--- src/rtl/bcm_pkg.sv ---
package bcm_pkg;

   typedef enum logic [1:0] {
      OP_READ     = 2'd0,
      OP_WRITE    = 2'd1,
      OP_RMW      = 2'd2,
      OP_READ_ALT = 2'd3
   } op_e;

   typedef enum logic [1:0] {
      ST_OK      = 2'd0,
      ST_BUSERR  = 2'd1,
      ST_TIMEOUT = 2'd2,
      ST_RSVD    = 2'd3
   } status_e;

   typedef enum logic [1:0] {
      PH_IDLE  = 2'd0,
      PH_READ  = 2'd1,
      PH_WRITE = 2'd2
   } phase_e;

endpackage

--- src/rtl/bcm_merge.sv ---
module bcm_merge #(
   parameter int DW   = 32,
   parameter int LANE = 8
) (
   input  logic [DW-1:0] rd_word,
   input  logic [DW-1:0] and_mask,
   input  logic [DW-1:0] or_mask,
   output logic [DW-1:0] merged
);
   localparam int NLANE = DW / LANE;

   if (LANE < 1 || (DW % LANE) != 0) begin : g_bad_lane
      $error("bcm_merge: DW must be a multiple of LANE");
   end

   for (genvar g = 0; g < NLANE; g++) begin : g_lane
      assign merged[g*LANE +: LANE] =
         (rd_word[g*LANE +: LANE] & and_mask[g*LANE +: LANE]) | or_mask[g*LANE +: LANE];
   end

endmodule

--- src/rtl/bcm_watchdog.sv ---
module bcm_watchdog #(
   parameter int LIMIT = 255
) (
   input  logic clk,
   input  logic rst_n,
   input  logic waiting,
   output logic expired
);
   localparam int TW = $clog2(LIMIT + 1);

   if (LIMIT < 2) begin : g_bad_limit
      $error("bcm_watchdog: LIMIT must be at least 2");
   end

   logic [TW-1:0] cnt_q;

   assign expired = waiting && (cnt_q == TW'(LIMIT - 1));

   always_ff @(posedge clk or negedge rst_n) begin
      if (!rst_n)                  cnt_q <= '0;
      else if (waiting && !expired) cnt_q <= cnt_q + 1'b1;
      else                          cnt_q <= '0;
   end

   p_cnt_bound_r8: assert property (@(posedge clk) disable iff (!rst_n)
      cnt_q < TW'(LIMIT));

   p_restart_r8: assert property (@(posedge clk) disable iff (!rst_n)
      !waiting |=> cnt_q == '0);

endmodule

--- src/rtl/bus_cycle_master.sv ---
module bus_cycle_master
   import bcm_pkg::*;
#(
   parameter int AW      = 32,
   parameter int DW      = 32,
   parameter int TIMEOUT = 255,
   parameter int LANE    = 8
) (
   input  logic          clk,
   input  logic          rst_n,
   input  logic          cmd_valid,
   output logic          cmd_ready,
   input  logic [1:0]    cmd_op,
   input  logic [AW-1:0] cmd_addr,
   input  logic [DW-1:0] cmd_wdata,
   input  logic [DW-1:0] cmd_and_mask,
   input  logic [DW-1:0] cmd_or_mask,
   output logic [AW-1:0] bus_addr,
   output logic [DW-1:0] bus_wdata,
   output logic          bus_we,
   output logic          bus_stb,
   input  logic [DW-1:0] bus_rdata,
   input  logic          bus_ack,
   input  logic          bus_err,
   output logic          rsp_valid,
   output logic [DW-1:0] rsp_rdata,
   output logic [1:0]    rsp_status
);

   if (AW < 1 || DW < 1) begin : g_bad_width
      $error("bus_cycle_master: AW and DW must be positive");
   end
   if (TIMEOUT < 2) begin : g_bad_timeout
      $error("bus_cycle_master: TIMEOUT must be at least 2");
   end

   phase_e        phase_q;
   op_e           op_q;
   status_e       status_q;
   logic [DW-1:0] and_q, or_q, rd_q, merged;
   logic          waiting, wd_expired, done_ok, finish;
   status_e       finish_st;

   assign cmd_ready  = (phase_q == PH_IDLE);
   assign rsp_rdata  = rd_q;
   assign rsp_status = status_q;
   assign waiting    = bus_stb && !bus_ack && !bus_err;

   bcm_merge #(.DW(DW), .LANE(LANE)) u_merge (
      .rd_word (bus_rdata),
      .and_mask(and_q),
      .or_mask (or_q),
      .merged  (merged)
   );

   bcm_watchdog #(.LIMIT(TIMEOUT)) u_wd (
      .clk    (clk),
      .rst_n  (rst_n),
      .waiting(waiting),
      .expired(wd_expired)
   );

   always_comb begin
      done_ok   = bus_stb && bus_ack;
      finish    = 1'b0;
      finish_st = ST_OK;
      if (phase_q != PH_IDLE) begin
         if (done_ok) begin
            finish = !(phase_q == PH_READ && op_q == OP_RMW);
         end else if (bus_err) begin
            finish    = 1'b1;
            finish_st = ST_BUSERR;
         end else if (wd_expired) begin
            finish    = 1'b1;
            finish_st = ST_TIMEOUT;
         end
      end
   end

   always_ff @(posedge clk or negedge rst_n) begin
      if (!rst_n) begin
         phase_q   <= PH_IDLE;
         op_q      <= OP_READ;
         status_q  <= ST_OK;
         and_q     <= '0;
         or_q      <= '0;
         rd_q      <= '0;
         bus_addr  <= '0;
         bus_wdata <= '0;
         bus_we    <= 1'b0;
         bus_stb   <= 1'b0;
         rsp_valid <= 1'b0;
      end else begin
         rsp_valid <= 1'b0;
         unique case (phase_q)
            PH_IDLE: begin
               if (cmd_valid) begin
                  op_q     <= op_e'(cmd_op);
                  and_q    <= cmd_and_mask;
                  or_q     <= cmd_or_mask;
                  rd_q     <= '0;
                  bus_addr <= cmd_addr;
                  bus_stb  <= 1'b1;
                  if (op_e'(cmd_op) == OP_WRITE) begin
                     bus_we    <= 1'b1;
                     bus_wdata <= cmd_wdata;
                     phase_q   <= PH_WRITE;
                  end else begin
                     bus_we  <= 1'b0;
                     phase_q <= PH_READ;
                  end
               end
            end
            PH_READ: begin
               if (done_ok) begin
                  rd_q <= bus_rdata;
                  if (op_q == OP_RMW) begin
                     bus_we    <= 1'b1;
                     bus_wdata <= merged;
                     phase_q   <= PH_WRITE;
                  end
               end
            end
            PH_WRITE: begin
            end
            default: phase_q <= PH_IDLE;
         endcase
         if (finish) begin
            bus_stb   <= 1'b0;
            bus_we    <= 1'b0;
            rsp_valid <= 1'b1;
            status_q  <= finish_st;
            phase_q   <= PH_IDLE;
         end
      end
   end

   p_stb_origin_r2: assert property (@(posedge clk) disable iff (!rst_n)
      $rose(bus_stb) |-> $past(cmd_valid && cmd_ready));

   p_hold_r3: assert property (@(posedge clk) disable iff (!rst_n)
      (bus_stb && !bus_ack && !bus_err && !wd_expired) |=>
         (bus_stb && $stable(bus_addr) && $stable(bus_we) && $stable(bus_wdata)));

   p_wr_end_r4: assert property (@(posedge clk) disable iff (!rst_n)
      (bus_stb && bus_ack && bus_we) |=>
         (!bus_stb && rsp_valid && rsp_status == ST_OK));

   p_rmw_chain_r6: assert property (@(posedge clk) disable iff (!rst_n)
      (phase_q == PH_READ && op_q == OP_RMW && bus_stb && bus_ack) |=>
         (bus_stb && bus_we && $stable(bus_addr)));

   p_err_end_r7: assert property (@(posedge clk) disable iff (!rst_n)
      (bus_stb && bus_err && !bus_ack) |=>
         (!bus_stb && rsp_valid && rsp_status == ST_BUSERR));

   p_timeout_r8: assert property (@(posedge clk) disable iff (!rst_n)
      wd_expired |=> (!bus_stb && rsp_valid && rsp_status == ST_TIMEOUT));

   p_busy_r9: assert property (@(posedge clk) disable iff (!rst_n)
      bus_stb |-> !cmd_ready);

   p_pulse_r10: assert property (@(posedge clk) disable iff (!rst_n)
      rsp_valid |=> !rsp_valid);

endmodule

--- config.mk ---
export PLATFORM = sky130hd
export DESIGN_NAME = bus_cycle_master
export DESIGN_NICKNAME = d
export VERILOG_FILES = /design/src/rtl/bcm_pkg.sv /design/src/rtl/bcm_merge.sv /design/src/rtl/bcm_watchdog.sv /design/src/rtl/bus_cycle_master.sv
export SDC_FILE = /design/constraint.sdc
export NUM_CORES = 1
export LEC_CHECK = 0
export BUFFER_PORTS_ARGS = -buffer_cell sky130_fd_sc_hd__buf_2
export CAP_MARGIN = 15
export CORE_ASPECT_RATIO = 1.75
export CORE_UTILIZATION = 50
export DETAILED_ROUTE_END_ITERATION = 10
export MAX_ROUTING_LAYER = met4
export PLACE_DENSITY = 0.9
export RECOVER_POWER = 25
export SYNTH_ARGS = -nofsm -noshare
export SYNTH_HDL_FRONTEND = slang
export SYNTH_SLANG_ARGS = --single-unit
export TNS_END_PERCENT = 20
--- constraint.sdc ---
create_clock -name clk -period 2.18 [get_ports clk]
set_clock_uncertainty 0.2 [all_clocks]
set_input_delay 0.218 -clock clk [delete_from_list [all_inputs] [get_ports clk]]
set_output_delay 0.218 -clock clk [all_outputs]
set_load 0.01 [all_outputs]
==> results of run 1 <==
-- metrics by stage --
step | hold slack, ns | instance area [µm²] | util | setup slack (ns)
2_1_floorplan | -0.2776 | 7347 | - | 0.3093
3_3_place_gp | -0.1084 | 8896 | 0.6191 | 0.3144
3_5_place_dp | -0.1072 | 8896 | 0.6191 | 0.2730
4_1_cts | 0.009365 | 11110 | 0.7731 | 0.2179
5_1_grt | 0.03288 | 11100 | 0.7724 | 0.007537
6_report | 0.008446 | 11100 | 0.7724 | 0.05033
-- sequential cells by signal, summed over array words and instances (netlist names) --
signal,count
bus_we,1
rsp_rdata,32
bus_addr,32
and_q,32
rsp_valid,1
rsp_status,2
u_wd.cnt_q,8
or_q,32
op_q,2
bus_wdata,32
phase_q,2
bus_stb,1
-- power by group --
| group | total (mW) | internal [mW] | switching (mW) |
|---|---|---|---|
| logic | 5.84 | 2.70 | 3.13 |
| clock network | 2.99 | 1.63 | 1.36 |
| registers | 5.84 | 4.82 | 1.02 |
-- cell families (layout without fill, tap and decap cells) --
kind of cell / after synthesis / after routing
flip-flops: 177 / 177
AND/OR/NAND/NOR: 170 / 170
AO/OA/AOI/OAI: 143 / 143
multiplexers: 99 / 99
buffers and inverters: 41 / 478
XOR/XNOR: 6 / 6
adder cells (fa/ha/maj): 2 / 2
other: 0 / 4
-- final timing paths --
| kind | from | end | slack [ns] | cells past startpoint |
|---|---|---|---|---|
| hold / removal | rst_n | bus_addr[11] | 0.008 | 2 |
| hold reg to reg | rsp_rdata[15] | rsp_rdata[15] | 0.28 | 2 |
| setup reg to reg | phase_q[0] | bus_wdata[10] | 0.05 | 4 |
| max in group asynchronous | rst_n | rsp_rdata[17] | 0.43 | 3 |
| setup / recovery | phase_q[0] | bus_wdata[10] | 0.05 | 4 |
| min in group clk | bus_err | phase_q[1] | 0.05 | 4 |
-- per-layer routing --
metal,routed length (µm),up-vias,track usage,share of wire
li1,-,3036,-,-
met1,8602,3412,0.3572,0.34
met2,13490,419,0.6093,0.53
met3,1594,138,0.06956,0.063
met4,1657,0,0.2357,0.065
met5,0,-,-,0
-- critical path, stage by stage (launching register included) --
cell      delay [ns]
dfrtp_1         0.59
and3_1          0.38
o221ai_4        0.17
buf_12          0.22
o21ai_0         0.39
-- what timing repair did --
| action | 4_1_cts | 5_1_grt |
|---|---|---|
| resized for setup | 0 | 1 |
| hold endpoints to repair | 341 | 0 |
| setup endpoints to repair | 0 | 1 |
| hold buffers | 164 | 0 |
-- layout make-up --
type                       count  area [µm²]  share of cell area
clock buffer                  20       446.7             0.04025
sequential                   177        4429              0.3991
multi-input combinational    420        2721              0.2452
tap                          180       225.2             0.02029
timing repair buffer         442        3127              0.2817
antenna                        4       10.01           0.0009019
clock inverter                12       123.9             0.01116
inverter                       4       15.01            0.001353
-- placed cells by master, fill, tap and decap left out, types with 2 or more instances in the layout --
master / n
a21oi_1: 66
and3_1: 3
and4_1: 2
buf_12: 5
buf_2: 267
buf_4: 3
clkbuf_1: 2
clkbuf_16: 17
clkbuf_4: 2
clkinv_4: 4
clkinvlp_4: 2
dfrtp_1: 177
diode_2: 4
dlygate4sd3_1: 164
ha_1: 2
inv_1: 4
inv_6: 5
mux2_2: 89
mux2_4: 9
nand2_1: 100
nand3_1: 6
nor2_1: 48
o21ai_0: 60
o21ai_1: 5
xnor2_1: 2
xor2_1: 4
==> out/results.txt, run 1 <==
Maxcap violations -> 0
# IOs -> 269
Sequential area share after synthesis -> 0.6029
Routed WL -> 25340 µm
CTS Buffer Depth -> 2
Pin slew with the least headroom to its limit -> 1.042 ns
Clk pin slew, worst setup/hold paths -> 0.07 ns
Fin. Hold Viols -> 0
Count leader, synth -> dfrtp_1
Core Area -> 14370 µm²
Post-synth top area share -> 0.6029
RSZ-0062 raised after global routing -> false
Fin crit share -> 0.9769
Setup tns final -> 0 ns
Total track usage -> 0.3535
Drt via density -> 5.564
Routed vias -> 7005
CTS Buf Count -> 17
Compound-Gate Fraction of Synth Area -> 0.1027
Xor/xnor share of the synthesized area -> 0.007153
DP HPWL -> 13830 µm
Die X -> 93.64 µm
Maximum vdd drop -> 979.0 µV
Synth unique cells -> 44
Synth Instances -> 638
Post-synth EDFFs -> 0
Setup-failing EPs final -> 0
Mapped Nets -> 807
GRT overflow -> 0
Area of the die -> 15200 µm²
Arrival @ worst endpoint -> 2.20 ns
Largest family of logic cells by synthesized area -> multiplexers
CTS tree -> done
Status -> complete, no violations
1st-iter DRT viols -> 430
Multiplexer share of the synthesized area -> 0.1562
CP startpoint kind -> flip-flop
Latest clock arrival within the worst-skew pair -> 0.41 ns
Synth Register Bits -> 177
Minimum clock period after layout -> 2.130 ns
Fillers -> 823
Synthesized area per cell -> 11.52 µm²
Clock root buffer -> clkbuf_16
Post-CTS Repair Setup Buffers -> 0
Layout cell share with drive strength beyond 1 -> 0.3851
CP required -> 2.25 ns
Power consumption -> 14.67 mW
Max Clk Rate -> 0.4696 GHz
Synth area leaders -> dfrtp_1 (60%), mux2_2 (14%), nand2_1 (5.1%), a21oi_1 (4.5%), o21ai_0 (4.1%)
Initial antenna violation count -> 4
Post-Syn Area -> 7347 µm²
H-tree levels -> 4
Worst setup EP type -> flip-flop
DRT Pass-1 Iters -> 5
Largest net degree at the start of global routing -> 80
Critical Path Fanout Max -> 65
Power Density -> 1322 nW/µm²
Final Max Tran Viols -> 0
Wirelength per Cell -> 20.13 µm
Prevailing post-synth register cell -> dfrtp_1
HP Class -> input port to asynchronous set/reset pin
Dpl cells -> 1059
Die height -> 162.4 µm
Asr flop ratio synth -> 1.000
RePlAce Congestion -> 0.8406
First-pass GRT wire length -> 39110 µm
Port bufs -> 268
CTS sink cnt -> 177
Yosys warnings -> 0
Non-filler cells, final -> 1259
Simple-gate share of the synthesized area -> 0.09554
Slew headroom -> 0.3052
Leakage -> 5.327 nW
Synth area leader -> dfrtp_1
Row Count -> 58
Vias in the first global route -> 7651
Area Overhead vs Synth -> 51.06%
Nets -> 1231
Crit Path Category -> flip-flop to flip-flop
Top cells by count, synth -> dfrtp_1 (177), nand2_1 (100), mux2_2 (89)
Synth Area in Adders -> 0.003406
Starting Density -> 0.5113
Post-route ant nets -> 0
DRC -> 0
No activity file was read; power rests on OpenSTA's default activity.
==> inputs of run 2 (changes only) <==
--- a/config.mk
+++ b/config.mk
@@ -7,13 +7,16 @@
 export LEC_CHECK = 0
 export BUFFER_PORTS_ARGS = -buffer_cell sky130_fd_sc_hd__buf_2
 export CAP_MARGIN = 15
+export CELL_PAD_IN_SITES_DETAIL_PLACEMENT = 1
+export CELL_PAD_IN_SITES_GLOBAL_PLACEMENT = 1
 export CORE_ASPECT_RATIO = 1.75
-export CORE_UTILIZATION = 50
+export CORE_UTILIZATION = 40
 export DETAILED_ROUTE_END_ITERATION = 10
 export MAX_ROUTING_LAYER = met4
-export PLACE_DENSITY = 0.9
+export PLACE_DENSITY = 0.89
 export RECOVER_POWER = 25
 export SYNTH_ARGS = -nofsm -noshare
 export SYNTH_HDL_FRONTEND = slang
+export SYNTH_HIERARCHICAL = 1
 export SYNTH_SLANG_ARGS = --single-unit
 export TNS_END_PERCENT = 20
==> run 2 against run 1 <==
Effect of this change: synthesized cell count fell by 13%; non-clock buffer count rose by 21; flip-flop and latch count did not move; utilization fell by 16 points; sequential share of layout area fell by 2.5 points; highest routed layer unchanged; routed wire length rose by 17%.
==> out/results.txt, run 2 <==
CTS sink cnt -> 177
Core Area -> 19200 µm²
Minimum clock period after layout -> 2.110 ns
DP HPWL -> 16370 µm
Port bufs -> 268
Latest clock arrival within the worst-skew pair -> 0.44 ns
CP max stage cell -> mux2_2
Sequential area share after synthesis -> 0.5629
Arrival @ worst endpoint -> 2.24 ns
Slew headroom -> 0.02058
First-pass GRT wire length -> 44280 µm
CTS Buf Count -> 17
Initial antenna violation count -> 8
Psw -> 4.812 mW
Final core utilization -> 0.6172
Status -> complete, no violations
WHS -> 0.09832 ns
Asr flop ratio synth -> 1.000
Fin. Hold Viols -> 0
Final Max Tran Viols -> 0
Worst min-delay path startpoint -> bus_ack
Area Overhead vs Synth -> 50.56%
Nets -> 1180
Critical Path Fanout Max -> 3
Clk pin slew, worst setup/hold paths -> 0.07 ns
Worst Reg-to-Reg Cells -> 7
Starting Density -> 0.4099
Drt via density -> 5.128
Row Count -> 67
Area of the die -> 20260 µm²
Max Clk Rate -> 0.4740 GHz
Sequential Power Share -> 0.405
Routed WL -> 29590 µm
CP required -> 2.31 ns
CTS resizes -> 0
# IOs -> 269
Fin crit share -> 0.9678
Post-synth EDFFs -> 0
Synth area leaders -> dfrtp_1 (56%), mux2_2 (16%), mux2_4 (9.3%), mux2i_1 (4.2%), a21o_1 (3.3%)
Post-route ant nets -> 0
CP startpoint kind -> flip-flop
Vias in the first global route -> 7704
DRC -> 0
H-tree levels -> 4
Pre-CTS setup slack -> 0.05698 ns
Min-Delay Path Depth -> 4
Yosys warnings -> 6
Power Density -> 1160 nW/µm²
Comb pwr share -> 0.393
Switching Fraction -> 0.3502
CTS Buffer Depth -> 2
Most frequent cells in the layout -> buf_2 (267), dfrtp_1 (177), dlygate4sd3_1 (166)
Maxcap violations -> 0
Wirelength per Cell -> 23.31 µm
Post-Syn Area -> 7869 µm²
HP Class -> input port to flip-flop
Clock share of power -> 0.201
Setup-failing EPs final -> 0
Power consumption -> 13.74 mW
Most used cell, CP -> and3_1
Count leader, synth -> dfrtp_1
GRT overflow -> 0
Maximum vdd drop -> 805.1 µV
Dpl cells -> 1064
Synth Instances -> 555
PnR worst setup slack -> 0.07019 ns
Pin slew with the least headroom to its limit -> 1.469 ns
Die height -> 187.5 µm
Routed vias -> 6508
Mapped Nets -> 724
Critical path, cell by cell -> inv_1, ha_1, and3_1, and3_1, a211o_1, o211ai_1, mux2_2
Synth area leader -> dfrtp_1
Synth unique cells -> 41
Worst r2r src -> u_wd/cnt_q[0]
CTS tree -> done
Non-filler cells, final -> 1269
Crit Path Category -> flip-flop to flip-flop
Leakage -> 5.799 nW
RePlAce Congestion -> 0.8133
Total track usage -> 0.3119
Die X -> 108.0 µm
Crit path launch -> u_wd/cnt_q[0]
Clock root buffer -> clkbuf_16
Worst setup EP type -> flip-flop
Synthesized area per cell -> 14.18 µm²
Worst path max stage delay -> 0.37 ns
Synth Register Bits -> 177
Largest net degree at the start of global routing -> 54
Prevailing post-synth register cell -> dfrtp_1
Commonest non-fill, non-tap cell in the layout -> buf_2
Layout cell share with drive strength beyond 1 -> 0.4877
1st-iter DRT viols -> 198
Post-synth top area share -> 0.5629
DRT Pass-1 Iters -> 6
Internal Power -> 8.927 mW
Top cells by count, synth -> dfrtp_1 (177), mux2_2 (114), mux2_4 (49)
==> run 2: cell count changes after synthesis, moves of 32 or more <==
cell,delta
a21oi_1,-63
o21ai_0,-58
nand2_1,-66
mux2_4,+40
inv_1,+32
mux2i_1,+32
nor2_1,-42
a21o_1,+34
==> run 2: kinds of logic after synthesis <==
| family | count (synthesis) | synth area share |
|---|---|---|
| AOI/OAI and AO/OA | 55 | 0.05486 |
| xor gates and xnor gates | 2 | 0.002227 |
| adders and majority gates | 2 | 0.003180 |
| buffers and inverters | 62 | 0.04039 |
| DFF | 177 | 0.5629 |
| muxes | 196 | 0.2986 |
| and+or+nand+nor | 61 | 0.03784 |
==> run 2: stage by stage <==
stage,TNS (ns),instance area (µm²)
2_1_floorplan,0,7869
3_3_place_gp,0,9678
3_5_place_dp,0,9678
4_1_cts,0,11830
5_1_grt,-0.007399,11850
6_report,0,11850
==> run 2: area by class of cell <==
| cell class | instances | area, µm² |
|---|---|---|
| antenna | 9 | 22.52 |
| fill | 1940 | 7350 |
| clock inverter | 7 | 42.54 |
| tap | 241 | 301.5 |
| clock buffer | 20 | 446.7 |
| timing repair buffer | 463 | 3326 |
| inverter | 36 | 135.1 |
| multi-input combinational | 316 | 3144 |
| sequential | 177 | 4429 |
==> run 2: critical path, delay by kind of cell (launching register included) <==
family	cells	cell delay [ns]
compound gates	2	0.43
simple gates	2	0.40
mux	1	0.37
flops	1	0.34
fa+ha+maj	1	0.22
buf+inv	1	0.05
==> run 2: worst paths after layout <==
path	endpoint	slack, ns
worst min register to register	bus_addr[28]	0.31
worst max-delay path	rsp_status[0]	0.07
worst min-delay path	u_wd/cnt_q[7]	0.1
min in group asynchronous	bus_wdata[16]	0.46
worst max register to register	rsp_status[0]	0.07
max in group asynchronous	bus_addr[22]	0.29
==> run 2: layer usage <==
layer,share of wire,up-vias,wire length [µm],track usage
met4,0.063,0,1855,0.2055
met2,0.58,243,17040,0.5728
met1,0.33,3321,9763,0.2892
met5,0,-,0,-
met3,0.031,101,921,0.04623
li1,-,2843,-,-
==> run 2: what timing repair did <==
item                                    CTS  global route
endpoints found under the setup margin    0             1
hold endpoints to repair                280             0
buffers inserted                          0             3
hold buffers                            166             0
==> run 2: power by group through the flow <==
stage / Clock (mW) / Combinational, mW / Sequential, mW
6_report: 2.77 / 5.41 / 5.57
5_1_grt: 2.92 / 5.70 / 5.70
4_1_cts: 2.75 / 5.16 / 5.39
3_3_place_gp: 0 / 4.69 / 5.31
2_1_floorplan: 0 / 2.66 / 5.68
3_5_place_dp: 0 / 4.88 / 5.43
